<file path="config.mk">
export PLATFORM = sky130hd
export DESIGN_NAME = prio_irq_core
export DESIGN_NICKNAME = d
export VERILOG_FILES = /design/src/rtl/prio_irq_pkg.sv /design/src/rtl/irq_sync_chain.sv /design/src/rtl/irq_first_pick.sv /design/src/rtl/prio_irq_core.sv
export SDC_FILE = /design/constraint.sdc
export NUM_CORES = 1
export LEC_CHECK = 0
export ABC_AREA = 1
export BUFFER_PORTS_ARGS = -buffer_cell sky130_fd_sc_hd__buf_2
export CORE_MARGIN = 8
export CORE_UTILIZATION = 35
export CTS_CLUSTER_SIZE = 40
export DETAILED_ROUTE_END_ITERATION = 6
export PLACE_DENSITY_LB_ADDON = 0.08
export SLEW_MARGIN = 30
export SYNTH_ARGS = -nofsm -noshare
export SYNTH_HDL_FRONTEND = slang
export SYNTH_SLANG_ARGS = --single-unit
</file>
<file path="constraint.sdc">
create_clock -name clk -period 2.6 [get_ports clk]
set_clock_uncertainty 0.15 [all_clocks]
set_input_delay 0.65 -clock clk [delete_from_list [all_inputs] [get_ports clk]]
set_output_delay 0.65 -clock clk [all_outputs]
set_load 0.005 [all_outputs]
</file>
<file path="src/rtl/prio_irq_pkg.sv">
// Package: shared defaults for the priority interrupt core.
// Assumes: line count stays a power of two no larger than 32.
package prio_irq_pkg;
    parameter int unsigned DEF_LINES  = 8;
    parameter int unsigned DEF_STAGES = 2;
endpackage

</file>
<file path="src/rtl/irq_sync_chain.sv">
// Module: multi-stage synchronizer for a vector of asynchronous levels.
// Assumes: each bit is an independent level; no bus coherency needed.
module irq_sync_chain #(
    parameter int unsigned WIDTH  = prio_irq_pkg::DEF_LINES,
    parameter int unsigned STAGES = prio_irq_pkg::DEF_STAGES
) (
    input  logic             clk,
    input  logic             rst_n,
    input  logic [WIDTH-1:0] async_i,
    output logic [WIDTH-1:0] sync_o
);
    logic [WIDTH-1:0] stage_q [STAGES];

    for (genvar s = 0; s < STAGES; s++) begin : g_stage
        if (s == 0) begin : g_first
            // Purpose: first capture of the raw input levels.
            always_ff @(posedge clk) begin
                if (!rst_n) stage_q[0] <= '0;
                else        stage_q[0] <= async_i;
            end
        end else begin : g_next
            // Purpose: further metastability settling stage.
            always_ff @(posedge clk) begin
                if (!rst_n) stage_q[s] <= '0;
                else        stage_q[s] <= stage_q[s-1];
            end
        end
    end

    assign sync_o = stage_q[STAGES-1];
endmodule

</file>
<file path="src/rtl/irq_first_pick.sv">
// Module: finds the lowest-index set bit of a vector (index 0 = highest priority).
// Assumes: purely combinational; index is 0 when no bit is set.
module irq_first_pick #(
    parameter int unsigned WIDTH = prio_irq_pkg::DEF_LINES,
    localparam int unsigned IDW  = $clog2(WIDTH)
) (
    input  logic [WIDTH-1:0] vec_i,
    output logic             valid_o,
    output logic [IDW-1:0]   idx_o,
    output logic [WIDTH-1:0] onehot_o
);
    // Purpose: scan from lowest priority up so the lowest index wins last.
    always_comb begin
        idx_o = '0;
        for (int i = WIDTH - 1; i >= 0; i--) begin
            if (vec_i[i]) idx_o = IDW'(i);
        end
    end

    assign valid_o  = |vec_i;
    assign onehot_o = vec_i & (~vec_i + WIDTH'(1));
endmodule

</file>
<file path="src/rtl/prio_irq_core.sv">
// Module: fixed-priority masked interrupt core with pending, in-service and mask registers.
// Assumes: ack_i and eoi_i are single-cycle strobes synchronous to clk; request lines are async levels.
module prio_irq_core #(
    parameter int unsigned LINES  = prio_irq_pkg::DEF_LINES,
    parameter int unsigned STAGES = prio_irq_pkg::DEF_STAGES
) (
    input  logic                     clk,
    input  logic                     rst_n,
    input  logic [LINES-1:0]         irq_req_i,
    input  logic                     mask_we_i,
    input  logic [LINES-1:0]         mask_wdata_i,
    input  logic                     ack_i,
    input  logic                     eoi_i,
    output logic                     int_o,
    output logic [$clog2(LINES)-1:0] irq_id_o,
    output logic [LINES-1:0]         pend_o,
    output logic [LINES-1:0]         isr_o,
    output logic [LINES-1:0]         mask_o
);
    localparam int unsigned IDW = $clog2(LINES);

    logic [LINES-1:0] req_sync;
    logic [LINES-1:0] pend_q, isr_q, mask_q;
    logic [LINES-1:0] cand_vec, win_oh, svc_oh, grant_vec, retire_vec;
    logic [IDW-1:0]   win_idx, svc_idx;
    logic             win_vld, svc_vld, int_raise;

    irq_sync_chain #(.WIDTH(LINES), .STAGES(STAGES)) u_sync (
        .clk     (clk),
        .rst_n   (rst_n),
        .async_i (irq_req_i),
        .sync_o  (req_sync)
    );

    assign cand_vec = pend_q & ~mask_q;

    irq_first_pick #(.WIDTH(LINES)) u_win (
        .vec_i    (cand_vec),
        .valid_o  (win_vld),
        .idx_o    (win_idx),
        .onehot_o (win_oh)
    );

    irq_first_pick #(.WIDTH(LINES)) u_svc (
        .vec_i    (isr_q),
        .valid_o  (svc_vld),
        .idx_o    (svc_idx),
        .onehot_o (svc_oh)
    );

    // Purpose: raise the interrupt only when the winner outranks every level in service.
    always_comb begin
        int_raise  = win_vld && (!svc_vld || (win_idx < svc_idx));
        grant_vec  = (ack_i && int_raise) ? win_oh : '0;
        retire_vec = eoi_i ? svc_oh : '0;
    end

    // Purpose: capture requests and drop granted bits.
    always_ff @(posedge clk) begin
        if (!rst_n) pend_q <= '0;
        else        pend_q <= (pend_q | req_sync) & ~grant_vec;
    end

    // Purpose: track in-service levels, retire on end-of-interrupt.
    always_ff @(posedge clk) begin
        if (!rst_n) isr_q <= '0;
        else        isr_q <= (isr_q & ~retire_vec) | grant_vec;
    end

    // Purpose: software mask register, all lines masked after reset.
    always_ff @(posedge clk) begin
        if (!rst_n)         mask_q <= '1;
        else if (mask_we_i) mask_q <= mask_wdata_i;
    end

    assign int_o    = int_raise;
    assign irq_id_o = int_raise ? win_idx : '0;
    assign pend_o   = pend_q;
    assign isr_o    = isr_q;
    assign mask_o   = mask_q;
endmodule

</file>
* Word level (Yosys, flattened, before mapping)
Memory sizes are Yosys's and may differ from the RTL's. Index checks and enable logic that the tools add are counted.
Cells by class: add/subtract/negate cells 2, reduce and logical (&&, ||, !) cells 6, magnitude comparators 1, multiplexer cells 23, bitwise operators 14
Operator list (count):
- 3-bit 2-to-1 mux | 17
- 8-bit bitwise AND | 5
- 8-bit NOT | 5
- 8-bit 2-to-1 mux | 4
- 8-bit by 1-bit adder with 8-bit output, second input constant | 2
- 8-bit OR | 2
- 8-bit OR reduction | 2
- 3-bit < comparator | 1
- 1-bit logical AND | 2
- 1-bit 2-to-1 mux | 2
- 1-bit OR | 2
- 1-bit logical NOT | 1
- 1-bit logical OR | 1
Storage, ports and cells: input bits 21, memories 1, word-level logic and storage cells 50, output and inout port bits 28, register bits after elaboration 24, memory bits (writable) 16
Memory list:
- u_sync.stage_q | depth 2, bits a word 8, rd ports 2, clocked after Yosys merged registers in 0, write ports 2, line irq_sync_chain.sv:12 | logic [WIDTH-1:0] stage_q [STAGES];

* Depth between registers and ports, before layout
Gate-level depths: netlist of the first run.
word-level depth 17, mapped depth 15, depth with buffers taken out 15

* Modules after synthesis
A second synthesis of the first run with hierarchy kept.
Unflattened totals: cells, all modules 277, area total of the unflattened synthesis 1873.0 µm²
Modules (own cells, without submodules):
- prio_irq_core | area an instance 1071.0 µm², times used 1, sequential area each 480.5 µm², cells each 155
- irq_sync_chain | area an instance 484.2 µm², times used 1, sequential area each 320.3 µm², cells each 50
- irq_first_pick | area an instance 158.9 µm², times used 2, sequential area each 0.0 µm², cells each 36

* Worst setup path before layout of the first run
OpenSTA, ideal clock, no wires.
path type register to output, start register pend_q[0], in the netlist pend_o[0], end output port irq_id_o[0], stages on the path, launching flop included 13, path buffers 0, data arrival time 1.891 ns, required time 1.800 ns, setup slack -0.091 ns, path through dfxtp_1 > inv_1 > or2_4 > o21ai_2 > nor2_1 > inv_1 > nor2_1 > ha_1 > a21oi_1 > nand2_2 > nand2_8 > nand2_4 > a21oi_1
Between the ends: longest elaborated chain between the ends 6, elaborated cells between the ends (all ways) 7, those cells by class 1 x order compare; 2 x mux; 1 x bitwise; 3 x reduce/logical
Ends and longest elaborated chain:
- start: declaration | line prio_irq_core.sv:23 | logic [LINES-1:0] pend_q, isr_q, mask_q;
- start signal: assignment | line prio_irq_core.sv:61 | else pend_q <= (pend_q | req_sync) & ~grant_vec;
- 8-bit bitwise AND * | line prio_irq_core.sv:35 | assign cand_vec = pend_q & ~mask_q;
- 3-bit 2-to-1 mux | line irq_first_pick.sv:16 | if (vec_i[i]) idx_o = IDW'(i);
- 3-bit < comparator | line prio_irq_core.sv:53 | int_raise = win_vld && (!svc_vld || (win_idx < svc_idx));
- 1-bit logical OR | line prio_irq_core.sv:53
- 1-bit logical AND | line prio_irq_core.sv:53
- 3-bit 2-to-1 mux * | line prio_irq_core.sv:77 | assign irq_id_o = int_raise ? win_idx : '0;
- end: declaration | line prio_irq_core.sv:15 | output logic [$clog2(LINES)-1:0] irq_id_o,
Mark *: on every way between the ends. The rest lies on a longest branch, timed or not.

* Final worst setup path of the first run
start register pend_q[0], in the netlist pend_o[0], end output port irq_id_o[2]
The elaborated chain is that of the path after synthesis.

==> reports/metrics.cfg, run 1 <==
[yosys]
netlist_area_sq_um=1850
synthXorXnorAreaFrac_pct=0
synth_top_family_by_area=simple AND/OR/NAND/NOR gates
ys_seq_area_share_pct=43.4
yosys.area_share.adder_pct=1.36
synthFlopType=dfxtp_1
ys_async_sr_fraction_pct=0
yosys_warnings=0
synth-compound-area-share_pct=9.62
synth-simple-area-share_pct=32.5
synth_cell_type_count=25
synth_edf_count=0
synthesis.nets=268
netlist_instances=245
synthMuxAreaShare_pct=0
synth-seq-cells=40
synth.avg_cell_area_sq_um=7.54

[power_and_ir_drop]
p_seq_share_pct=47.9
clkPwrFrac_pct=37.2
pwr_density_cell_nw_per_um2=523
p_int_mw=1.02
pwr-share-comb_pct=14.8
power.switching_uw=350
p_leak_nw=1.56
p_sw_share_pct=25.6
ir_drop_mv=0.378

[global_route]
grt_use_met3_pct=4.09
use_met2_pct=18.2
grt_max_degree=22
grt_usage_pct=12.0
grt_pass1_wl_um=7230
grt_pass1_vias=1560
grtUsageMet1_pct=14.7
top_usage_layer=met2
grt-ovfl-total=0
antenna_found_initial=0

[critical_path]
timing.rr.start=pend_o[0]$_SDFF_PN0_
crit_required_ns=1.80
r2r_cells=15
cp-end-kind=output pin
crit_fanout=4
worstReg2RegEnd=isr_o[5]$_SDFF_PN0_
cp.arrival_ns=2.07
crit_start=pend_o[0]$_SDFF_PN0_
worstSetupPathType=flip-flop to output pin
regToRegSetupSlack_ns=0.38
cp-endpoint=irq_id_o[2]
startpoint_type=flip-flop

[sta]
drv_slew=0
setup_violations=4
rsz0062_at_grt=yes
fin_ws_ns=-0.266
tightest_slew_ns=0.357
fmaxAchievable_mhz=349
holdWs_ns=0.265
relSlewSlack_pct=76.2
min_period_ns=2.87
finalHoldViolations=0
min_period_over_period_pct=110

[die]
rows=26
io_pins=49
dieArea_sq_um=7860
core_sq_um=5110
start_util_pct=36.2
die_w_um=88.6
dieHeight_um=88.6

[place]
dp_slack_ns=-0.0906
dpl.hpwl_um=3390
routabilityCongestion=0.782
port_buffers=48

[cts]
cts_sinks=40
clk_pin_slew_ns=0.08
cts_buffers=5
postCtsHoldBufs=0
clockBufferDepth=2
ctsHtreeMaxLevel=2
clk_latency_ns=0.29
clockRootBuffer=clkbuf_8
cts_tree=yes

[drt]
ant_nets=0
dr_total_vias=1662
drt_pass1_iterations=4
wire_per_inst_um=11.1
drcViolationCount=0
drtIter0Drc=50
viasPerCell=4.16
wirelength_um=4420

[finish]
drive_gt1_share_pct=44.2
diodes=0
num-nets-final=352
area_growth_pct=41.4
fin_util_pct=51.1

[status]
violations=negative setup slack
outcome=finished with violations

[run]
drv_cap=0

[worst_hold_path]
hp-class=flip-flop to flip-flop

[worst min path at each step]
stage	from	end	slack, ns	cells after the start
2_1_floorplan	u_sync.stage_q[0][0]$_SDFF_PN0_	u_sync.stage_q[1][0]$_SDFF_PN0_	0.24	2
3_3_place_gp	u_sync.stage_q[0][4]$_SDFF_PN0_	u_sync.stage_q[1][4]$_SDFF_PN0_	0.24	2
3_5_place_dp	u_sync.stage_q[0][3]$_SDFF_PN0_	u_sync.stage_q[1][3]$_SDFF_PN0_	0.25	2
4_1_cts	u_sync.stage_q[0][3]$_SDFF_PN0_	u_sync.stage_q[1][3]$_SDFF_PN0_	0.26	2
5_1_grt	u_sync.stage_q[0][6]$_SDFF_PN0_	u_sync.stage_q[1][6]$_SDFF_PN0_	0.29	2
6_report	u_sync.stage_q[0][5]$_SDFF_PN0_	u_sync.stage_q[1][5]$_SDFF_PN0_	0.26	2
[per-layer routing]
layer | up-vias | wire (um) | share of wire (%)
met2 | 37 | 2000 | 45
met5 | - | 0 | 0
met4 | 0 | 82 | 1.9
li1 | 910 | - | -
met1 | 707 | 2050 | 46
met3 | 8 | 287 | 6.5
[logic make-up after synthesis]
family,after synthesis
and+or+nand+nor,118
adders and majority gates,2
DFF,40
buffers and inverters,58
AOI/OAI and AO/OA,27
[through the flow]
step / area (sq um) / setup TNS (ns) / cells / total power, mW
floorplan: 1860 / 0 / 245 / 0.774
global placement: 2340 / -0.159 / 383 / 0.846
detailed placement: 2340 / -0.244 / 383 / 0.847
CTS: 2510 / -1.18 / 396 / 1.36
global route: 2610 / -1.48 / 400 / 1.44
finish: 2610 / -0.966 / 400 / 1.37
[cells in the final DEF (no fill, tap or decap)]
master / instances
nand2_8: 2
dfxtp_1: 33
nand4_2: 8
o21ai_4: 1
clkinvlp_4: 1
inv_1: 45
nand3_1: 8
nor2_4: 2
o21ai_2: 1
bufinv_16: 1
buf_2: 48
nor3_4: 2
o21ai_0: 8
clkinv_1: 1
buf_4: 35
inv_2: 6
nand2_4: 3
nor3_2: 1
dfxtp_2: 7
a21oi_2: 10
nand2_1: 54
or2_4: 1
nor2_1: 27
o31ai_1: 1
a21oi_4: 1
nand2_2: 5
a21oi_1: 4
clkbuf_8: 5
clkinv_2: 1
nor2_2: 3
ha_1: 1
nor3_1: 2
o21bai_4: 1
ha_4: 1
[cell usage after synthesis, types with 2 or more instances]
cell type,number,area share [%]
clkbuf_1,4,0.81
nor3_1,3,0.81
nand2_1,56,11
dfxtp_1,40,43
nand2_4,3,1.8
nand4_2,8,5.4
ha_1,2,1.4
a21oi_2,8,3.8
nor2_1,31,6.3
nor3_2,2,1.1
a21oi_1,7,1.9
inv_1,49,10
o21ai_0,9,2.4
nand2_2,4,1.4
nand3_1,8,2.2
inv_2,2,0.41
[timing repair]
action                     in CTS  in global routing
setup buffers                   5                  4
setup endpoints to repair       4                  4
gates resized for setup         8                 19
pin swaps                       3                  8
[final cells by class]
| type | count | area, sq um |
|---|---|---|
| Clock buffer | 5 | 68.8 |
| Clock inverter | 3 | 42.5 |
| Fill cell | 530 | 2500 |
| Inverter | 52 | 195 |
| Multi-Input combinational cell | 147 | 905 |
| Sequential cell | 40 | 810 |
| Tap cell | 70 | 87.6 |
| Timing Repair Buffer | 83 | 503 |
[sequential cells by signal (all words and copies together) (netlist names)]
name            cells
pend_o              8
u_sync.stage_q     16
isr_o               8
mask_o              8
[worst max-delay path, cell delays in order (launching register included)]
cell and delay [ns]:
dfxtp_2 0.34, inv_2 0.03, or2_4 0.25, o21ai_4 0.09, nor2_4 0.07, inv_2 0.06
nor2_2 0.04, ha_4 0.21, a21oi_2 0.18, nand2_4 0.09, nand2_8 0.08, nand2_8 0.07
nor3_2 0.13, buf_2 0.14
[power by group through the flow]
stage	clock network [mW]	registers, mW	logic, mW
2_1_floorplan	0	0.669	0.106
3_3_place_gp	0	0.667	0.179
3_5_place_dp	0	0.667	0.180
4_1_cts	0.518	0.653	0.188
5_1_grt	0.552	0.658	0.228
6_report	0.509	0.655	0.202
Power figures use the tool's default switching activity.
==> run 2, diff against run 1 <==
CORE_ASPECT_RATIO = 1.1   (was unset)
PLACE_DENSITY_LB_ADDON = unset   (was 0.08)
==> run 2 against run 1 <==
The flow still finishes with violations (negative setup slack). Global-route usage down 0.075 points. Combinational power rose by 2%. Count of clock-buffer cells in the layout is 2 higher. Critical endpoint is now irq_id_o[1]. Largest cell class unchanged.
==> reports/metrics.cfg, run 2 (synthesis results as in run 1) <==
[global_route]
grtUsageMet1_pct=12.8  ; -1.9 points
antenna_found_initial=0  ; unchanged
grt_usage_pct=11.9  ; -0.075 points
grt_max_degree=22  ; unchanged
top_usage_layer=met2
grt_use_met3_pct=5.26  ; +1.2 points
grt-ovfl-total=0  ; unchanged
use_met2_pct=19.9  ; +1.7 points
grt_pass1_vias=1717  ; +10%
grt_pass1_wl_um=7520  ; +4.0%

[finish]
final_common_cell=nand2_1
multi_input_area_sq_um=892  ; -1.4%
drive_gt1_share_pct=43.2  ; -1.0 points
diodes=0  ; unchanged
largest_reg_flops=16  ; unchanged
fillCellCount=496  ; -6.4%
finalNonFillerCells=382  ; -4.5%
regMostFlops=u_sync.stage_q
fin_util_pct=50.9  ; -0.27 points
area_growth_pct=38.6
regArea_sq_um=808  ; -0.15%
final_cell_mix=nand2_1, buf_2, inv_1
num-nets-final=346  ; -1.7%

[critical_path]
r2r_cells=16  ; +1
crit_required_ns=1.80  ; about the same
cp.arrival_ns=2.04  ; -0.03 ns
worst-path-stages=15  ; +2
crit_start=pend_o[5]$_SDFF_PN0_
regToRegSetupSlack_ns=0.48  ; +0.10 ns
startpoint_type=flip-flop
cp_top_family=simple AND/OR/NAND/NOR gates
worstReg2RegEnd=pend_o[4]$_SDFF_PN0_
cp.buffers_inverters=4  ; +1
worstSetupPathType=flip-flop to output pin
cp-end-kind=output pin
max_stage_delay_ns=0.34  ; about the same
crit_path_cell_trace=inv_2 > nor2_2 > inv_1 > nand2_2 > inv_2 > a21oi_2 > nor2_1 > ha_1 > nand2_1 > o21bai_4 > nand2_4 > nand2_8 > nand2_8 > nor3_2 > buf_2
timing.rr.start=pend_o[5]$_SDFF_PN0_
cp-endpoint=irq_id_o[1]
critical-path-slowest-cell=dfxtp_2
crit_fanout=4  ; unchanged

[cts]
cts_buffers=5  ; unchanged
clockRootBuffer=clkbuf_8
clk_pin_slew_ns=0.08  ; about the same
ctsHtreeMaxLevel=2  ; unchanged
clockBufferDepth=2  ; unchanged
cts_tree=yes
clk_latency_ns=0.29  ; about the same
cts_sinks=40  ; unchanged

[sta]
min_period_ns=2.84  ; -0.0230 ns
fmaxAchievable_mhz=352  ; +0.81%
fin_ws_ns=-0.243  ; +0.0230 ns
tightest_slew_ns=0.365  ; +0.00846 ns
tns_ns=-0.914  ; +0.0524 ns
drv_slew=0  ; unchanged
rsz0062_at_grt=yes
min_period_over_period_pct=109  ; -0.88 points
finalHoldViolations=0  ; unchanged
relSlewSlack_pct=75.7  ; -0.56 points
holdWs_ns=0.263  ; -0.00178 ns
setup_violations=4  ; unchanged

[die]
io_pins=49  ; unchanged
die_w_um=85.3  ; -3.8%
start_util_pct=36.7  ; +0.53 points
rows=27  ; +3.8%
dieArea_sq_um=7860  ; about the same
core_sq_um=5030  ; -1.4%
dieHeight_um=92.2  ; +4.0%

[place]
dpl.hpwl_um=3330  ; -1.6%
dp_cells=369  ; -3.7%
routabilityCongestion=0.834  ; +6.6%
port_buffers=48  ; unchanged

[drt]
wirelength_um=4360  ; -1.4%
wire_per_inst_um=11.4  ; +3.2%
viasPerCell=4.30  ; +3.5%
ant_nets=0  ; unchanged
drtIter0Drc=56  ; +12%
drcViolationCount=0  ; unchanged
drt_pass1_iterations=4  ; unchanged
dr_total_vias=1642  ; -1.2%

[power_and_ir_drop]
ir_drop_mv=0.329  ; -13%
p_leak_nw=1.53  ; -1.6%
p_total_mw=1.41  ; +3.0%
pwr_density_cell_nw_per_um2=549  ; +5.0%

[run]
drv_cap=0  ; unchanged

[worst_hold_path]
hp-class=flip-flop to flip-flop

[status]
outcome=finished with violations
violations=negative setup slack

run 2: cell count changes in the layout (fill, tap and decap cells not counted):
cell,change
clkinv_1,-1
nand2_2,+1
nand2_1,-1
nor2_2,-1
dfxtp_1,+1
clkbuf_8,+2
nor3_2,+2
dfxtp_2,-1
buf_6,+1
nor3_4,-2
nor2_1,+1
buf_4,-6
clkinvlp_4,-1
buf_2,-1
run 2: stage by stage:
step	cell area, sq um	worst slack [ns]
6_report	2560	-0.243
5_1_grt	2560	-0.413
4_1_cts	2540	-0.236
3_3_place_gp	2310	-0.0308
2_1_floorplan	1860	0.0127
3_5_place_dp	2310	-0.109
run 2: final cells by class:
class	count	share of cell area (%)
clock inverter	1	1.17
tap	58	2.83
inverter	52	7.67
sequential	40	31.6
clock buffer	7	3.76
multi-input combinational	147	34.8
timing repair buffer	77	18.1
run 2: worst min-delay path, delay by kind of cell (launching register included):
family        cells  cell delay (ns)
flops             1             0.31
simple gates      1             0.04
buf+inv           1             0.04
run 2: timing repair:
| action | 4_1_cts | 5_1_grt |
|---|---|---|
| hold buffers | 0 | 0 |
| gates resized for setup | 23 | 3 |
| buffers inserted | 4 | 1 |
| setup endpoints to repair | 4 | 4 |
| hold endpoints to repair | 0 | 0 |
| cloned | 0 | 0 |
| pin swaps | 2 | 0 |
run 2: worst min path at each step:
stage	start	end	cells past startpoint
after detailed placement	u_sync.stage_q[0][4]$_SDFF_PN0_	u_sync.stage_q[1][4]$_SDFF_PN0_	2
final	u_sync.stage_q[0][7]$_SDFF_PN0_	u_sync.stage_q[1][7]$_SDFF_PN0_	2
after global placement	u_sync.stage_q[0][4]$_SDFF_PN0_	u_sync.stage_q[1][4]$_SDFF_PN0_	2
after floorplan	u_sync.stage_q[0][0]$_SDFF_PN0_	u_sync.stage_q[1][0]$_SDFF_PN0_	2
after CTS	u_sync.stage_q[0][7]$_SDFF_PN0_	u_sync.stage_q[1][7]$_SDFF_PN0_	2
after global routing	u_sync.stage_q[0][0]$_SDFF_PN0_	u_sync.stage_q[1][0]$_SDFF_PN0_	2
run 2: per-layer routing:
metal | vias up | routed length (um)
met5 | - | 0
met4 | 0 | 79
met3 | 8 | 364
met2 | 40 | 2050
met1 | 694 | 1860
li1 | 900 | -
run 2: report_power, final:
part | internal (mW) | switching [mW]
clock | 0.339 | 0.206
combinational | 0.0950 | 0.111
sequential | 0.641 | 0.0139
total | 1.07 | 0.332
==> run 3, diff against run 2 <==
CORE_ASPECT_RATIO = 0.8   (was 1.1)
PLACE_DENSITY = 0.57   (was unset)
==> run 3 against run 2 <==
Routed wire length decreased by 0.34%. Fmax decreased by 3.2%. Highest routed layer unchanged. The flow still finishes with violations (negative setup slack). Critical path depth shrank 2.
==> reports/metrics.cfg, run 3 (synthesis results as in run 1) <==
[cts]
cts_sinks=40  ; unchanged
clockBufferDepth=2  ; unchanged
cts_buffers=5  ; unchanged
cts_tree=yes
clockRootBuffer=clkbuf_8
ctsHtreeMaxLevel=2  ; unchanged
clk_pin_slew_ns=0.08  ; about the same
clk_latency_ns=0.29  ; about the same

[finish]
regMostFlops=u_sync.stage_q
final_cell_mix=nand2_1, buf_2, inv_1
num-nets-final=357  ; +3.2%
fin_util_pct=52.3  ; +1.5 points
area_growth_pct=42.7
diodes=0  ; unchanged
fillCellCount=502  ; +1.2%
drive_gt1_share_pct=43.3  ; +0.074 points
largest_reg_flops=16  ; unchanged
final_common_cell=nand2_1

[status]
violations=negative setup slack
outcome=finished with violations

[critical_path]
critical-path-slowest-cell=dfxtp_2
cp-end-kind=output pin
max_stage_delay_ns=0.33  ; about the same
crit_path_cell_trace=inv_1 > or2_4 > o21ai_4 > buf_4 > nor2_1 > ha_1 > nand2_1 > o21bai_4 > nand2_4 > nand2_8 > nand2_8 > nor3_4 > buf_2
worstSetupPathType=flip-flop to output pin
crit_top_cell=nand2_8
cp_top_family=simple AND/OR/NAND/NOR gates
startpoint_type=flip-flop
regToRegSetupSlack_ns=0.32  ; -0.16 ns
cp.buffers_inverters=3  ; -1
crit_fanout=4  ; unchanged
crit_required_ns=1.80  ; about the same
cp.arrival_ns=2.14  ; +0.10 ns

[sta]
finalHoldViolations=0  ; unchanged
relSlewSlack_pct=75.7  ; about the same
holdWs_ns=0.264  ; +0.000887 ns
fin_ws_ns=-0.338  ; -0.0946 ns
tightest_slew_ns=0.365  ; -0.000383 ns
tns_ns=-1.19  ; -0.279 ns
setup_violations=4  ; unchanged
min_period_over_period_pct=113  ; +3.6 points
drv_slew=0  ; unchanged
rsz0062_at_grt=yes
min_period_ns=2.94  ; +0.0946 ns
fmaxAchievable_mhz=340  ; -3.2%

[die]
rows=23  ; -15%
dieArea_sq_um=7870  ; +0.15%
start_util_pct=36.7  ; about the same
core_sq_um=5040  ; about the same
io_pins=49  ; unchanged
die_w_um=97.2  ; +14%
dieHeight_um=81.0  ; -12%

[global_route]
grt-ovfl-total=0  ; unchanged
grt_pass1_vias=1638  ; -4.6%
grt_usage_pct=11.5  ; -0.40 points
grt_max_degree=22  ; unchanged
antenna_found_initial=0  ; unchanged
grt_pass1_wl_um=7400  ; -1.6%

[drt]
wirelength_um=4340  ; -0.34%
ant_nets=0  ; unchanged
wire_per_inst_um=10.9  ; -4.1%
viasPerCell=4.27  ; -0.56%
drtIter0Drc=43  ; -23%
dr_total_vias=1697  ; +3.3%
drcViolationCount=0  ; unchanged
drt_pass1_iterations=5  ; +1

[place]
port_buffers=48  ; unchanged
dp_slack_ns=-0.101  ; +0.00842 ns
dpl.hpwl_um=3430  ; +3.0%
routabilityCongestion=0.811  ; -2.8%

[power_and_ir_drop]
p_leak_nw=1.59  ; +3.6%
ir_drop_mv=0.304  ; -7.6%
p_total_mw=1.40  ; -0.73%
pwr_density_cell_nw_per_um2=530  ; -3.6%

[worst_hold_path]
hp-class=flip-flop to flip-flop

[run]
drv_cap=0  ; unchanged

==> run 3: cell count changes in the layout (fill, tap and decap cells not counted), sizes merged <==
cell    before  now
clkbuf       7    6
inv         51   52
buf         77   88
==> run 3: per-stage QoR <==
step,area (sq um),instances
2_1_floorplan,1860,245
3_3_place_gp,2370,381
3_5_place_dp,2370,381
4_1_cts,2550,393
5_1_grt,2640,397
6_report,2640,397
==> run 3: power by group <==
part	total, mW	internal [mW]	switching, mW
Sequential	0.652	0.640	0.0123
Combinational	0.211	0.0972	0.114
Clock	0.532	0.314	0.218
==> run 3: worst paths after layout <==
kind,from,endpoint,depth (start not counted)
max,pend_o[0]$_SDFF_PN0_,irq_id_o[2],13
min,u_sync.stage_q[0][5]$_SDFF_PN0_,u_sync.stage_q[1][5]$_SDFF_PN0_,2
max reg2reg,pend_o[0]$_SDFF_PN0_,pend_o[5]$_SDFF_PN0_,15
min reg2reg,u_sync.stage_q[0][5]$_SDFF_PN0_,u_sync.stage_q[1][5]$_SDFF_PN0_,2
==> run 3: layout make-up <==
cell class,instances,area [sq um],area share (%)
clock inverter,2,38.8,1.47
multi-input combinational,147,896,34.0
inverter,52,195,7.41
clock buffer,6,82.6,3.13
timing repair buffer,88,541,20.5
tap,62,77.6,2.94
sequential,40,805,30.5
==> run 3: per-layer routing <==
layer / wire [um] / part of all wire, % / track usage, %
met1: 2240 / 52 / 15.0
met2: 1760 / 40 / 16.7
met4: 17 / 0.39 / 3.17
met3: 328 / 7.6 / 5.51
met5: 0 / 0 / 0
==> run 3: timing repair <==
action,4_1_cts,5_1_grt
setup buffers,4,4
gates resized for setup,7,14
pin swaps,3,8
endpoints found under the hold margin,0,0
endpoints found under the setup margin,4,4
hold buffers,0,0
==> run 3: worst register-to-register path: cells and delay by family (launching register included) <==
| kind | cells | cell delay (ns) |
|---|---|---|
| simple gates | 7 | 0.74 |
| buf+inv | 5 | 0.48 |
| flops | 1 | 0.33 |
| fa+ha+maj | 1 | 0.27 |
| compound gates | 2 | 0.21 |
